**src/rtl/pflash_page_reader.sv**
```systemverilog
module pflash_page_reader #(
  parameter int ADDR_W = 16,
  parameter int INIT_DLY = 8,
  parameter int PAGE_DLY = 2,
  parameter logic [7:0] SET_CODE = 8'h5A,
  parameter logic [7:0] CONF_CODE = 8'hC9
) (
  input  logic              clk,
  input  logic              rst_n,
  input  logic              ce_n,
  input  logic              oe_n,
  input  logic              we_n,
  input  logic              bus16,
  input  logic [ADDR_W-1:0] addr,
  input  logic [15:0]       dq_in,
  output logic [15:0]       dq_out,
  output logic              dq_oe
);
  localparam int IW = $clog2(INIT_DLY + 1);
  localparam int PW = $clog2(PAGE_DLY + 1);
  localparam int TW = ADDR_W - 3;
  localparam logic [IW-1:0] I_LOAD = IW'(INIT_DLY - 1);
  localparam logic [PW-1:0] P_LOAD = PW'(PAGE_DLY - 1);

  logic [IW-1:0] icnt;
  logic [PW-1:0] pcnt;
  logic [TW-1:0] tag_q;
  logic [3:0]    ofs_q;
  logic          loaded, mode8, cmd_q, we_q;
  logic [15:0]   pbuf [8];

  function automatic logic [15:0] word_at(input logic [7:0] k);
    return {k ^ 8'hC3, k};
  endfunction

  logic rd_cyc, wr_evt, tag_hit, sense;
  logic [3:0] ofs;
  logic [15:0] word_sel;
  logic [7:0]  byte_sel;

  assign rd_cyc   = !ce_n && we_n;
  assign wr_evt   = !ce_n && !we_n && we_q;
  assign tag_hit  = mode8 ? (addr[ADDR_W-1:4] == tag_q[TW-1:1]) : (addr[ADDR_W-1:3] == tag_q);
  assign sense    = rd_cyc && (!loaded || !tag_hit);
  assign ofs      = {mode8 & addr[3], addr[2:1], !bus16 & addr[0]};
  assign word_sel = pbuf[ofs[3:1]];
  assign byte_sel = addr[0] ? word_sel[15:8] : word_sel[7:0];
  assign dq_oe    = rst_n && !ce_n && !oe_n && we_n && loaded && tag_hit &&
                    (ofs == ofs_q) && (icnt == '0) && (pcnt == '0);
  assign dq_out   = !dq_oe ? 16'h0000 : (bus16 ? word_sel : {8'h00, byte_sel});

  always_ff @(posedge clk) begin
    if (sense)
      for (int i = 0; i < 8; i++)
        pbuf[i] <= word_at(mode8 ? {addr[8:4], 3'(i)} : {addr[8:3], 2'(i)});
  end

  always_ff @(posedge clk or negedge rst_n) begin
    if (!rst_n) begin
      loaded <= 1'b0;
      tag_q  <= '0;
      ofs_q  <= '0;
      icnt   <= '0;
      pcnt   <= '0;
      mode8  <= 1'b0;
      cmd_q  <= 1'b0;
      we_q   <= 1'b1;
    end else begin
      we_q <= we_n;
      if (sense) begin
        loaded <= 1'b1;
        tag_q  <= addr[ADDR_W-1:3];
        icnt   <= I_LOAD;
        pcnt   <= '0;
        ofs_q  <= ofs;
      end else if (rd_cyc) begin
        if (icnt != '0) icnt <= icnt - 1'b1;
        if (ofs != ofs_q) begin
          ofs_q <= ofs;
          pcnt  <= P_LOAD;
        end else if (pcnt != '0) begin
          pcnt <= pcnt - 1'b1;
        end
      end else begin
        loaded <= 1'b0;
      end
      if (wr_evt) begin
        if (!cmd_q) begin
          cmd_q <= (dq_in[7:0] == SET_CODE);
        end else begin
          cmd_q <= 1'b0;
          if (dq_in[7:0] == CONF_CODE) mode8 <= addr[0];
        end
      end
    end
  end


  ce_drop_chk: assert property (@(posedge clk) disable iff (!rst_n) ce_n |=> !loaded);

  sense_delay_chk: assert property (@(posedge clk) disable iff (!rst_n) $rose(loaded) |-> icnt == I_LOAD);

  conf_load_chk: assert property (@(posedge clk) disable iff (!rst_n)
    wr_evt && cmd_q && dq_in[7:0] == CONF_CODE |=> mode8 == $past(addr[0]));

  mode_write_only_chk: assert property (@(posedge clk) disable iff (!rst_n) !$stable(mode8) |-> $past(wr_evt));

  hold_data_chk: assert property (@(posedge clk) disable iff (!rst_n)
    dq_oe && $past(dq_oe) && $stable(addr) && $stable(bus16) |-> $stable(dq_out));
endmodule

```
**config.mk**
```make
export PLATFORM = sky130hd
export DESIGN_NAME = pflash_page_reader
export DESIGN_NICKNAME = d
export VERILOG_FILES = /design/src/rtl/pflash_page_reader.sv
export SDC_FILE = /design/constraint.sdc
export NUM_CORES = 1
export LEC_CHECK = 0
export BUFFER_PORTS_ARGS = -buffer_cell sky130_fd_sc_hd__buf_2
export CAP_MARGIN = 20
export CORE_UTILIZATION = 30
export CTS_BUF_LIST = sky130_fd_sc_hd__clkbuf_8
export CTS_CLUSTER_DIAMETER = 60
export DETAILED_ROUTE_END_ITERATION = 8
export GPL_TIMING_DRIVEN = 1
export PLACE_DENSITY = 0.47
export SYNTH_ARGS = -nofsm -noshare
export SYNTH_HDL_FRONTEND = slang
export SYNTH_SLANG_ARGS = --single-unit
```
**constraint.sdc**
```tcl
create_clock -name clk -period 3.2 [get_ports clk]
set_input_delay 0.16 -clock clk [delete_from_list [all_inputs] [get_ports clk]]
set_output_delay 0.16 -clock clk [all_outputs]
set_load 0.01 [all_outputs]
```
==> results.py <==
metrics = {
    "layout": {
        "nNetsFinal": 260,
        "multiInputGateArea_um2": 886,
        "drive_gt1_share_pct": 40.0,
        "register_area_um2": 947,
        "syn2layout_area_growth_pct": 24.5,
        "final_cells": 295,
        "n_fill_cell": 612,
        "n_antenna_cell": 0,
    },
    "placed_design": {
        "dp.cells": 285,
        "dp_hpwl_um": 2680,
        "pre_cts_ws_ps": 1110,
        "finalWeightedCongestion": 0.762,
        "io_buffers": 46,
    },
    "drt": {
        "ant_nets": 0,
        "via_per_inst": 4.53,
        "drc": 0,
        "firstDrtPassIters": 4,
        "dr_total_vias": 1335,
        "wl_um": 3590,
        "wl_per_cell_um": 12.2,
        "drt_iter0_drc": 54,
    },
    "grt": {
        "gr-usage-all-layers_pct": 12.1,
        "grt_pass1_vias": 1233,
        "antenna_found_initial": 0,
        "grt.overflow.total": 0,
        "grt_max_degree": 28,
        "grt_first_pass_wirelength_um": 5890,
    },
    "logic_synthesis": {
        "ys_types": 41,
        "async_flop_share_pct": 75.0,
        "synth_area_leader_cell": "dfrtp_1",
        "yosysWarnings": 0,
        "synth.top_cell.area_share_pct": 34.5,
        "synth_seq_area_share_pct": 50.2,
        "syn_inst": 163,
        "synth-main-ff-cell": "dfrtp_1",
        "avgSynthCellArea_um2": 11.6,
        "synth_seq_cells": 36,
        "syn-cell-area_um2": 1890,
        "yosys-top-cells-count": "dfrtp_1, xnor2_1, mux2_2",
        "synth_area_leaders": "dfrtp_1, edfxtp_1, mux2_2, xnor2_1, nand2_1",
        "synth_edf_count": 9,
        "synth_fp_nets": 204,
        "synth.most_common_cell": "dfrtp_1",
    },
    "clock_tree": {
        "cts_num_sinks": 36,
        "cts_buffer_depth": 2,
        "cts-hold-fix-buffers": 2,
        "cts_tree": "built",
        "clkTransAtPathRegs_ps": 70,
        "cts-resized-gates": 0,
        "cts_buffers": 5,
        "htreeDepth": 2,
        "insertion_delay_ps": 280,
        "cts-root-buf": "clkbuf_8",
        "cts_setup_buffers": 0,
    },
    "sta": {
        "fin_worst_skew_ps": 4.33,
        "setup-tns-final_ps": 0,
        "relSlewSlack_pct": 65.0,
        "drv_slew": 0,
        "final_hold_viol_count": 0,
        "finalCritPeriodShare_pct": 77.7,
        "fmax_mhz": 402,
        "finalSetupViolCount": 0,
        "min_period_ps": 2490,
        "layout_setup_ws_ps": 713,
        "rsz0062_at_grt": "false",
        "tightestPinTransition_ps": 525,
        "whs_ps": 86.7,
    },
    "setup_path": {
        "critPathCaptureType": "output port",
        "path_max_fanout": 14,
        "critPathKind": "input port to output port",
        "critPathLaunchType": "input port",
        "reg2reg_depth": 6,
        "worstPathRequired_ps": 3040,
        "regToRegEndpoint": "tag_q[9]",
        "r2r_start": "tag_q[4]",
        "arrival_ps": 2330,
        "reg2reg_slack_ps": 1190,
    },
    "die": {
        "die-area_um2": 6610,
        "start_util_pct": 31.5,
        "num_rows": 28,
        "dieWidth_um": 81.3,
        "die_h_um": 81.3,
        "core_um2": 5990,
        "io_pins": 55,
    },
    "power": {
        "p_total_uw": 1080,
        "leakage_uw": 0.00108,
        "power.density_nw_per_um2": 459,
        "peakVddDrop_v": 0.000381,
    },
    "hold_path": {
        "hold_path_end": "pbuf[4][13]",
        "whs_path_depth": 1,
        "worstHoldStart": "addr[6]",
        "hold_path_class": "input port to register",
    },
    "flow_run": {
        "maxCapViolations": 0,
    },
    "outcome": {
        "outcome": "completed",
    },
}
## how the worst max path moves through the flow
stage	endpoint	cells past startpoint	startpoint	slack (ps)
CTS	dq_out[14]	8	we_n	670
floorplan	dq_out[11]	6	tag_q[4]	1290
detailed placement	dq_out[14]	7	mode8	1110
global route	dq_out[12]	8	we_n	540
global placement	dq_out[15]	7	mode8	1100
finish	dq_out[14]	8	we_n	710
## critical path: stages
cell,delay (ps)
dlygate4sd3_1,540
buf_2,140
nand2b_1,380
clkinv_1,420
nand4_4,250
inv_2,90
and3_2,210
buf_2,130
## metrics by stage
step | instance area (µm²) | util, %
after floorplan | 1890 | -
final | 2350 | 39.2
after global placement | 2220 | 37.1
after global routing | 2350 | 39.2
after detailed placement | 2220 | 37.1
after CTS | 2350 | 39.2
## cells by family (layout without fill, tap and decap cells)
group | Yosys count | after routing | share of synthesized area, %
AO/OA/AOI/OAI | 16 | 16 | 5.84
AND/OR/NAND/NOR | 58 | 58 | 19.2
adder cells (fa/ha/maj) | 3 | 3 | 1.99
flip-flops | 36 | 36 | 50.2
XOR/XNOR | 19 | 19 | 8.82
buffers and inverters | 12 | 69 | 2.85
multiplexers | 19 | 19 | 11.1
## area by class of cell
cell class,instances,share of cell area (%)
clock buffers,5,2.93
clock inverters,3,1.65
repair buffers,52,11.9
multi-input cells,115,37.7
flip-flops and latches,36,40.3
well taps,75,4.00
inverters,9,1.44
## state kept, by name, summed over array words and instances (netlist names)
register / cells
tag_q: 13
pbuf: 9
icnt: 4
ofs_q: 4
pcnt: 2
cmd_q: 1
loaded: 1
mode8: 1
we_q: 1
## metal layers
metal  track usage (%)  wire length (µm)  vias up
met1              15.0              1700      611
met5                 0                 0        -
li1                  -                 -      680
met2              19.5              1620       36
met4              5.89                65        0
met3              3.15               201        8
## report_power, final
group          switching, µW  internal [µW]
Sequential              21.7            513
Clock                    160            228
Combinational           76.0           80.2
## placed cells by master (no fill, tap or decap), types with 2 or more instances in the layout
cell type and n:
buf_2 46, dfrtp_1 26, xnor2_1 16, mux2_2 15, nand2_1 13, nor2_1 11
edfxtp_1 9, inv_1 8, nand3_1 5, nor3_1 5, and3_2 5, clkbuf_8 5
mux2i_1 4, buf_4 4, nand4_1 3, xor2_1 3, and2_2 3, a21oi_1 3
a31oi_1 3, a21o_1 3, ha_1 3, nor4_4 2, nor2b_1 2, o21ai_0 2
dlygate4sd3_1 2
(Power assumes the default switching activity.)
